## src/rtl/tmr16_pkg.sv

```systemverilog
package tmr16_pkg;

  localparam int BYTE_W = 8;
  localparam int SEL_W  = 2;
  localparam int ADDR_W = 2;

  localparam logic [ADDR_W-1:0] ADDR_LO  = 2'd0;
  localparam logic [ADDR_W-1:0] ADDR_HI  = 2'd1;
  localparam logic [ADDR_W-1:0] ADDR_CTL = 2'd2;

  // control byte layout
  localparam int CTL_WIDE    = 0;
  localparam int CTL_SEL_LSB = 1;
  localparam int CTL_FLAG    = CTL_SEL_LSB + SEL_W;

  typedef struct packed {
    logic loadLow;    // low-byte write commits a full value
    logic fromBuf;    // high half of that value comes from the shadow
    logic loadHigh;   // direct write of the live high byte
    logic bufWrite;   // shadow takes the bus data
    logic bufLatch;   // shadow takes the live high byte
    logic preClear;   // restart the prescaler phase
    logic flagClear;  // software clear of the overflow flag
  } strobe_t;

  typedef enum logic [2:0] {
    RD_ZERO,
    RD_LOW,
    RD_HIGH_LIVE,
    RD_HIGH_BUF,
    RD_CTL
  } rdsel_t;

endpackage

```

## src/rtl/tmr16_prescale.sv

```systemverilog
module tmr16_prescale #(
  parameter int SEL_W = 2
) (
  input  logic             clk,
  input  logic             rst,
  input  logic             countEn,
  input  logic             clear,
  input  logic [SEL_W-1:0] divSel,
  output logic             tick
);

  localparam int PRE_W = (1 << SEL_W) - 1;

  logic [PRE_W-1:0] phase;
  logic [PRE_W-1:0] mask;

  // mask has divSel low bits set; a tick fires when those phase bits are all ones
  always_comb begin
    mask = '0;
    for (int i = 0; i < PRE_W; i++) begin
      if (i < int'(divSel)) mask[i] = 1'b1;
    end
  end

  assign tick = countEn && ((phase & mask) == mask);

  always_ff @(posedge clk) begin
    if (rst || clear) phase <= '0;
    else if (countEn) phase <= phase + 1'b1;
  end

endmodule

```

## src/rtl/tmr16_ctrl.sv

```systemverilog
module tmr16_ctrl
  import tmr16_pkg::*;
#(
  parameter int SEL_W_P = SEL_W,
  parameter int BYTE_W_P = BYTE_W
) (
  input  logic                   clk,
  input  logic                   rst,
  input  logic [ADDR_W-1:0]      busAddr,
  input  logic                   busRd,
  input  logic                   busWr,
  input  logic [CTL_FLAG:0]      ctlWdata,
  input  logic                   ovfFlag,
  output strobe_t                stb,
  output rdsel_t                 rdSel,
  output logic [SEL_W_P-1:0]     divSel,
  output logic                   wideMode,
  output logic [BYTE_W_P-1:0]    ctlByte
);

  logic wideQ;
  logic [SEL_W_P-1:0] selQ;
  logic wrLow, wrHigh, wrCtl, rdLow;

  assign wrLow  = busWr && (busAddr == ADDR_LO);
  assign wrHigh = busWr && (busAddr == ADDR_HI);
  assign wrCtl  = busWr && (busAddr == ADDR_CTL);
  assign rdLow  = busRd && (busAddr == ADDR_LO);

  always_ff @(posedge clk) begin
    if (rst) begin
      wideQ <= 1'b0;
      selQ  <= '0;
    end else if (wrCtl) begin
      wideQ <= ctlWdata[CTL_WIDE];
      selQ  <= ctlWdata[CTL_SEL_LSB +: SEL_W_P];
    end
  end

  always_comb begin
    stb           = '0;
    stb.loadLow   = wrLow;
    stb.fromBuf   = wideQ;
    stb.loadHigh  = wrHigh && !wideQ;
    stb.bufWrite  = wrHigh && wideQ;
    stb.bufLatch  = rdLow && wideQ;
    stb.preClear  = wrLow;
    stb.flagClear = wrCtl && !ctlWdata[CTL_FLAG];
  end

  always_comb begin
    rdSel = RD_ZERO;
    if (busRd) begin
      unique case (busAddr)
        ADDR_LO:  rdSel = RD_LOW;
        ADDR_HI:  rdSel = wideQ ? RD_HIGH_BUF : RD_HIGH_LIVE;
        ADDR_CTL: rdSel = RD_CTL;
        default:  rdSel = RD_ZERO;
      endcase
    end
  end

  always_comb begin
    ctlByte = '0;
    ctlByte[CTL_WIDE] = wideQ;
    ctlByte[CTL_SEL_LSB +: SEL_W_P] = selQ;
    ctlByte[CTL_FLAG] = ovfFlag;
  end

  assign divSel   = selQ;
  assign wideMode = wideQ;

endmodule

```

## src/rtl/tmr16_datapath.sv

```systemverilog
module tmr16_datapath
  import tmr16_pkg::*;
#(
  parameter int BYTE_W_P = BYTE_W
) (
  input  logic                    clk,
  input  logic                    rst,
  input  logic                    countTick,
  input  strobe_t                 stb,
  input  logic [BYTE_W_P-1:0]     busWdata,
  input  rdsel_t                  rdSel,
  input  logic [BYTE_W_P-1:0]     ctlByte,
  output logic [BYTE_W_P-1:0]     rdData,
  output logic                    ovfFlag,
  output logic [2*BYTE_W_P-1:0]   countVal,
  output logic [BYTE_W_P-1:0]     bufVal
);

  localparam int CNT_W = 2 * BYTE_W_P;

  logic [CNT_W-1:0]    count;
  logic [BYTE_W_P-1:0] hiBuf;
  logic [BYTE_W_P-1:0] liveHigh;
  logic                flag;
  logic                wrapEvent;

  assign liveHigh  = count[CNT_W-1:BYTE_W_P];
  assign wrapEvent = countTick && !stb.loadLow && !stb.loadHigh && (&count);

  always_ff @(posedge clk) begin
    if (rst)               count <= '0;
    else if (stb.loadLow)  count <= {(stb.fromBuf ? hiBuf : liveHigh), busWdata};
    else if (stb.loadHigh) count <= {busWdata, count[BYTE_W_P-1:0]};
    else if (countTick)    count <= count + 1'b1;
  end

  always_ff @(posedge clk) begin
    if (rst)               hiBuf <= '0;
    else if (stb.bufWrite) hiBuf <= busWdata;
    else if (stb.bufLatch) hiBuf <= liveHigh;
  end

  always_ff @(posedge clk) begin
    if (rst)                flag <= 1'b0;
    else if (wrapEvent)     flag <= 1'b1;
    else if (stb.flagClear) flag <= 1'b0;
  end

  always_comb begin
    unique case (rdSel)
      RD_LOW:       rdData = count[BYTE_W_P-1:0];
      RD_HIGH_LIVE: rdData = liveHigh;
      RD_HIGH_BUF:  rdData = hiBuf;
      RD_CTL:       rdData = ctlByte;
      default:      rdData = '0;
    endcase
  end

  assign ovfFlag  = flag;
  assign countVal = count;
  assign bufVal   = hiBuf;

endmodule

```

## src/rtl/tmr16_atomic.sv

```systemverilog
module tmr16_atomic
  import tmr16_pkg::*;
(
  input  logic              clk,
  input  logic              rst,
  input  logic              cntEn,
  input  logic [ADDR_W-1:0] busAddr,
  input  logic              busRd,
  input  logic              busWr,
  input  logic [BYTE_W-1:0] busWdata,
  output logic [BYTE_W-1:0] busRdata,
  output logic              ovfFlag
);

  strobe_t             stb;
  rdsel_t              rdSel;
  logic [SEL_W-1:0]    divSel;
  logic                wideMode;
  logic [BYTE_W-1:0]   ctlByte;
  logic                countTick;
  logic [2*BYTE_W-1:0] countVal;
  logic [BYTE_W-1:0]   bufVal;

  tmr16_ctrl #(.SEL_W_P(SEL_W), .BYTE_W_P(BYTE_W)) u_ctrl (
    .clk      (clk),
    .rst      (rst),
    .busAddr  (busAddr),
    .busRd    (busRd),
    .busWr    (busWr),
    .ctlWdata (busWdata[CTL_FLAG:0]),
    .ovfFlag  (ovfFlag),
    .stb      (stb),
    .rdSel    (rdSel),
    .divSel   (divSel),
    .wideMode (wideMode),
    .ctlByte  (ctlByte)
  );

  tmr16_prescale #(.SEL_W(SEL_W)) u_pre (
    .clk     (clk),
    .rst     (rst),
    .countEn (cntEn),
    .clear   (stb.preClear),
    .divSel  (divSel),
    .tick    (countTick)
  );

  tmr16_datapath #(.BYTE_W_P(BYTE_W)) u_dp (
    .clk       (clk),
    .rst       (rst),
    .countTick (countTick),
    .stb       (stb),
    .busWdata  (busWdata),
    .rdSel     (rdSel),
    .ctlByte   (ctlByte),
    .rdData    (busRdata),
    .ovfFlag   (ovfFlag),
    .countVal  (countVal),
    .bufVal    (bufVal)
  );

endmodule

```

## config.mk

```make
export PLATFORM = sky130hd
export DESIGN_NAME = tmr16_atomic
export DESIGN_NICKNAME = d
export VERILOG_FILES = /design/src/rtl/tmr16_pkg.sv /design/src/rtl/tmr16_prescale.sv /design/src/rtl/tmr16_ctrl.sv /design/src/rtl/tmr16_datapath.sv /design/src/rtl/tmr16_atomic.sv
export SDC_FILE = /design/constraint.sdc
export NUM_CORES = 1
export LEC_CHECK = 0
export BUFFER_PORTS_ARGS = -buffer_cell sky130_fd_sc_hd__buf_2
export CORE_ASPECT_RATIO = 0.9
export CORE_MARGIN = 10
export CORE_UTILIZATION = 39
export CTS_BUF_LIST = sky130_fd_sc_hd__clkbuf_8
export CTS_CLUSTER_SIZE = 25
export DETAILED_ROUTE_END_ITERATION = 7
export SLEW_MARGIN = 20
export SYNTH_ARGS = -nofsm -noshare
export SYNTH_HDL_FRONTEND = slang
export SYNTH_HIERARCHICAL = 1
export SYNTH_SLANG_ARGS = --single-unit
```

## constraint.sdc

```tcl
create_clock -name clk -period 4.4 [get_ports clk]
set_input_delay 0.22 -clock clk [delete_from_list [all_inputs] [get_ports clk]]
set_output_delay 0.22 -clock clk [all_outputs]
set_load 0.05 [all_outputs]
```

==> key figures <==
Outcome
  – Status: completed

STA
  – Worst relative slew slack: 0.271
  – Setup TNS: 0 ns
  – Period utilization: 0.560
  – Setup Viol. Count Final: 0
  – Measured slew at the worst slew-check pin: 1.09 ns
  – Final Hold Fails: 0
  – Top achievable clock speed: 406 MHz
  – Final min period: 2.46 ns
  – RSZ-0062 raised after global routing: no
  – Clock skew: 0.00579 ns
  – Setup ws final: 1.94 ns
  – Worst hold slack: 0.213 ns
  – Final Max Tran Viols: 0

Yosys
  – Ys flop type: dfxtp_1
  – Yosys cell types: 57
  – Post-synth EDFFs: 0
  – Top-area cell type share of the netlist area: 0.275
  – Syn Area/Cell: 8.32 um^2
  – Post-synth ARST share: 0
  – Top cells by area, synth: dfxtp_1, mux2i_1, nor2b_1
  – Top post-synthesis cells by count: dfxtp_1, mux2i_1, a21oi_1, nor2b_1
  – Synth area leader: dfxtp_1
  – Post-synthesis cell count: 271
  – Mapped Area: 2250 um^2
  – Top-count cell post-synth: dfxtp_1
  – Synth warnings: 6
  – Sequential area share after synthesis: 0.275
  – Post-synthesis register bit count: 31

Clock network
  – Root Driver: clkbuf_8
  – H-tree lvl count: 2
  – Reg clk slew, reported paths: 0.07 ns
  – CTS resizes: 0
  – Max clock buf depth: 2
  – Clk sinks: 31
  – Clk_lat worst skew: 0.28 ns
  – Num CTS Buffers: 5
  – CTS tree: built
  – Post-CTS Setup Bufs: 0
  – Hold-fix buffers at CTS: 0

Die
  – Initial core utilization: 0.401
  – Total core area: 5630 um^2
  – Die width: 100 um
  – # IOs: 24
  – Die Height: 92.1 um
  – Row count: 26
  – Die area: 9230 um^2

Setup path
  – Worst r2r path cells: 6
  – Critical Path RT: 4.18 ns
  – Crit. End Element: output port
  – Worst-path cell chain: buf_2 > and3b_1 > nor2b_1 > a22oi_1 > o22ai_1 > buf_2
  – CP max stage delay: 0.62 ns
  – Critical Path Source Type: input pin
  – CP Max Fanout: 10
  – Most frequent CP cell: buf_2
  – Critical path class: in2out
  – WP data arrival: 2.24 ns
  – Slowest CP cell: nor2b_1

Hold path
  – Hold path cells: 3
  – Hold Path Class: in2reg

Power
  – Tot Pwr: 0.637 mW
  – Worst VDD drop: 0.125 mV
  – Leakage dissipation: 0.896 nW
  – Pwr dens: 263 nW/um^2

Detailed routing
  – Routed WL: 6070 um
  – Via-to-Cell Ratio: 5.80
  – Wirelength per Cell: 17.4 um
  – Antenna Nets Post-Route: 0
  – First DRT Iteration DRCs: 82
  – DRC: 0
  – Pre-Repair DR Iteration Count: 4
  – Via count: 2019

Job
  – Maxcap violations: 0

Place
  – Placed cells: 340
  – Count of input and output buffers: 23
  – DP Worst Slack: 1.79 ns
  – Post-DP HPWL: 4340 um
  – GP Congestion: 0.859
  – Area of placed instances: 2340 um^2

Final layout
  – Final core occ: 0.430
  – Final non-filler cell area: 2420 um^2
  – Post-route insts no fill: 348
  – Layout cells sized above 1: 0.173
  – Antenna diode count: 0
  – Layout Nets: 294
  – Area grow syn2layout: 7.38%

Global route
  – First-pass GRT wire length: 9670 um
  – Antenna violations before repair: 0
  – Vias in the first global route: 1857
  – Grt ovf: 0
  – Largest net degree at the start of global routing: 42
  – Global Route Usage Sum: 0.127
[kinds of logic after synthesis]
family | share of synthesized area
AOI/OAI and AO/OA | 0.234
xor gates and xnor gates | 0.0350
adders and majority gates | 0.0111
buffers and inverters | 0.0905
DFF | 0.275
muxes | 0.0988
other | 0.00166
and+or+nand+nor | 0.254
[flip-flops by register name, summed over array words and instances, names as in the netlist]
signal / cells
u_pre/phase: 3
u_ctrl/wideMode: 1
u_dp/bufVal: 8
u_dp/ovfFlag: 1
u_dp/countVal: 16
u_ctrl/divSel: 2
[where the power goes]
part / switching (mW) / internal, mW / leakage (nW) / total (mW)
Combinational: 0.0669 / 0.0444 / 0.593 / 0.111
Clock: 0.106 / 0.106 / 0.0505 / 0.212
Sequential: 0.0210 / 0.292 / 0.252 / 0.313
Total: 0.194 / 0.443 / 0.896 / 0.637
[metal layers]
metal / wire length (um) / GRT usage / share of wire
met1: 2900 / 0.172 / 0.48
met2: 2780 / 0.196 / 0.46
met3: 347 / 0.0315 / 0.057
met4: 48 / 0.0318 / 0.0079
met5: 0 / 0 / 0
[placed cells by master (no fill, tap or decap), types with 3 or more instances in the layout]
| cell type | Yosys | routed |
|---|---|---|
| o22ai_1 | 9 | 9 |
| nor3_2 | 3 | 3 |
| nor2_1 | 13 | 13 |
| o21ai_0 | 4 | 4 |
| nand3_1 | 5 | 5 |
| nor3_1 | 7 | 7 |
| buf_2 | 1 | 23 |
| nor2b_1 | 14 | 14 |
| nand4_1 | 7 | 7 |
| nand2_1 | 8 | 8 |
| nor4_1 | 3 | 3 |
| xnor2_1 | 7 | 7 |
| clkbuf_8 | 0 | 5 |
| a211oi_1 | 10 | 10 |
| nand2b_1 | 10 | 10 |
| a211o_1 | 3 | 3 |
| o21a_1 | 6 | 6 |
| buf_4 | 11 | 3 |
| a21oi_1 | 14 | 14 |
| conb_1 | 1 | 4 |
| dfxtp_1 | 31 | 31 |
| mux2i_1 | 20 | 20 |
| a22oi_1 | 11 | 11 |
| inv_1 | 11 | 13 |
[worst max-delay path, delay by kind of cell]
kind	cells	cell delay, ns
buffers and inverters	2	0.44
and+or+nand+nor	2	1.23
AOI/OAI and AO/OA	2	0.34
[path summary, 6_finish.rpt]
kind                    startpoint  slack [ns]                end
hold / removal         busWdata[6]        0.21     u_dp/bufVal[6]
setup / recovery        busAddr[1]        1.94        busRdata[2]
hold reg to reg   u_ctrl/divSel[0]        0.51   u_ctrl/divSel[0]
setup reg to reg   u_ctrl/wideMode        2.09  u_dp/countVal[14]
[area by class of cell]
type / count / area [um^2]
fill: 569 / 3210
multi-input combinational: 202 / 1450
sequential: 31 / 621
timing repair buffer: 26 / 138
tap: 70 / 87.6
clock buffer: 5 / 68.8
inverter: 11 / 41.3
clock inverter: 3 / 12.5
(Power assumes the default switching activity.)
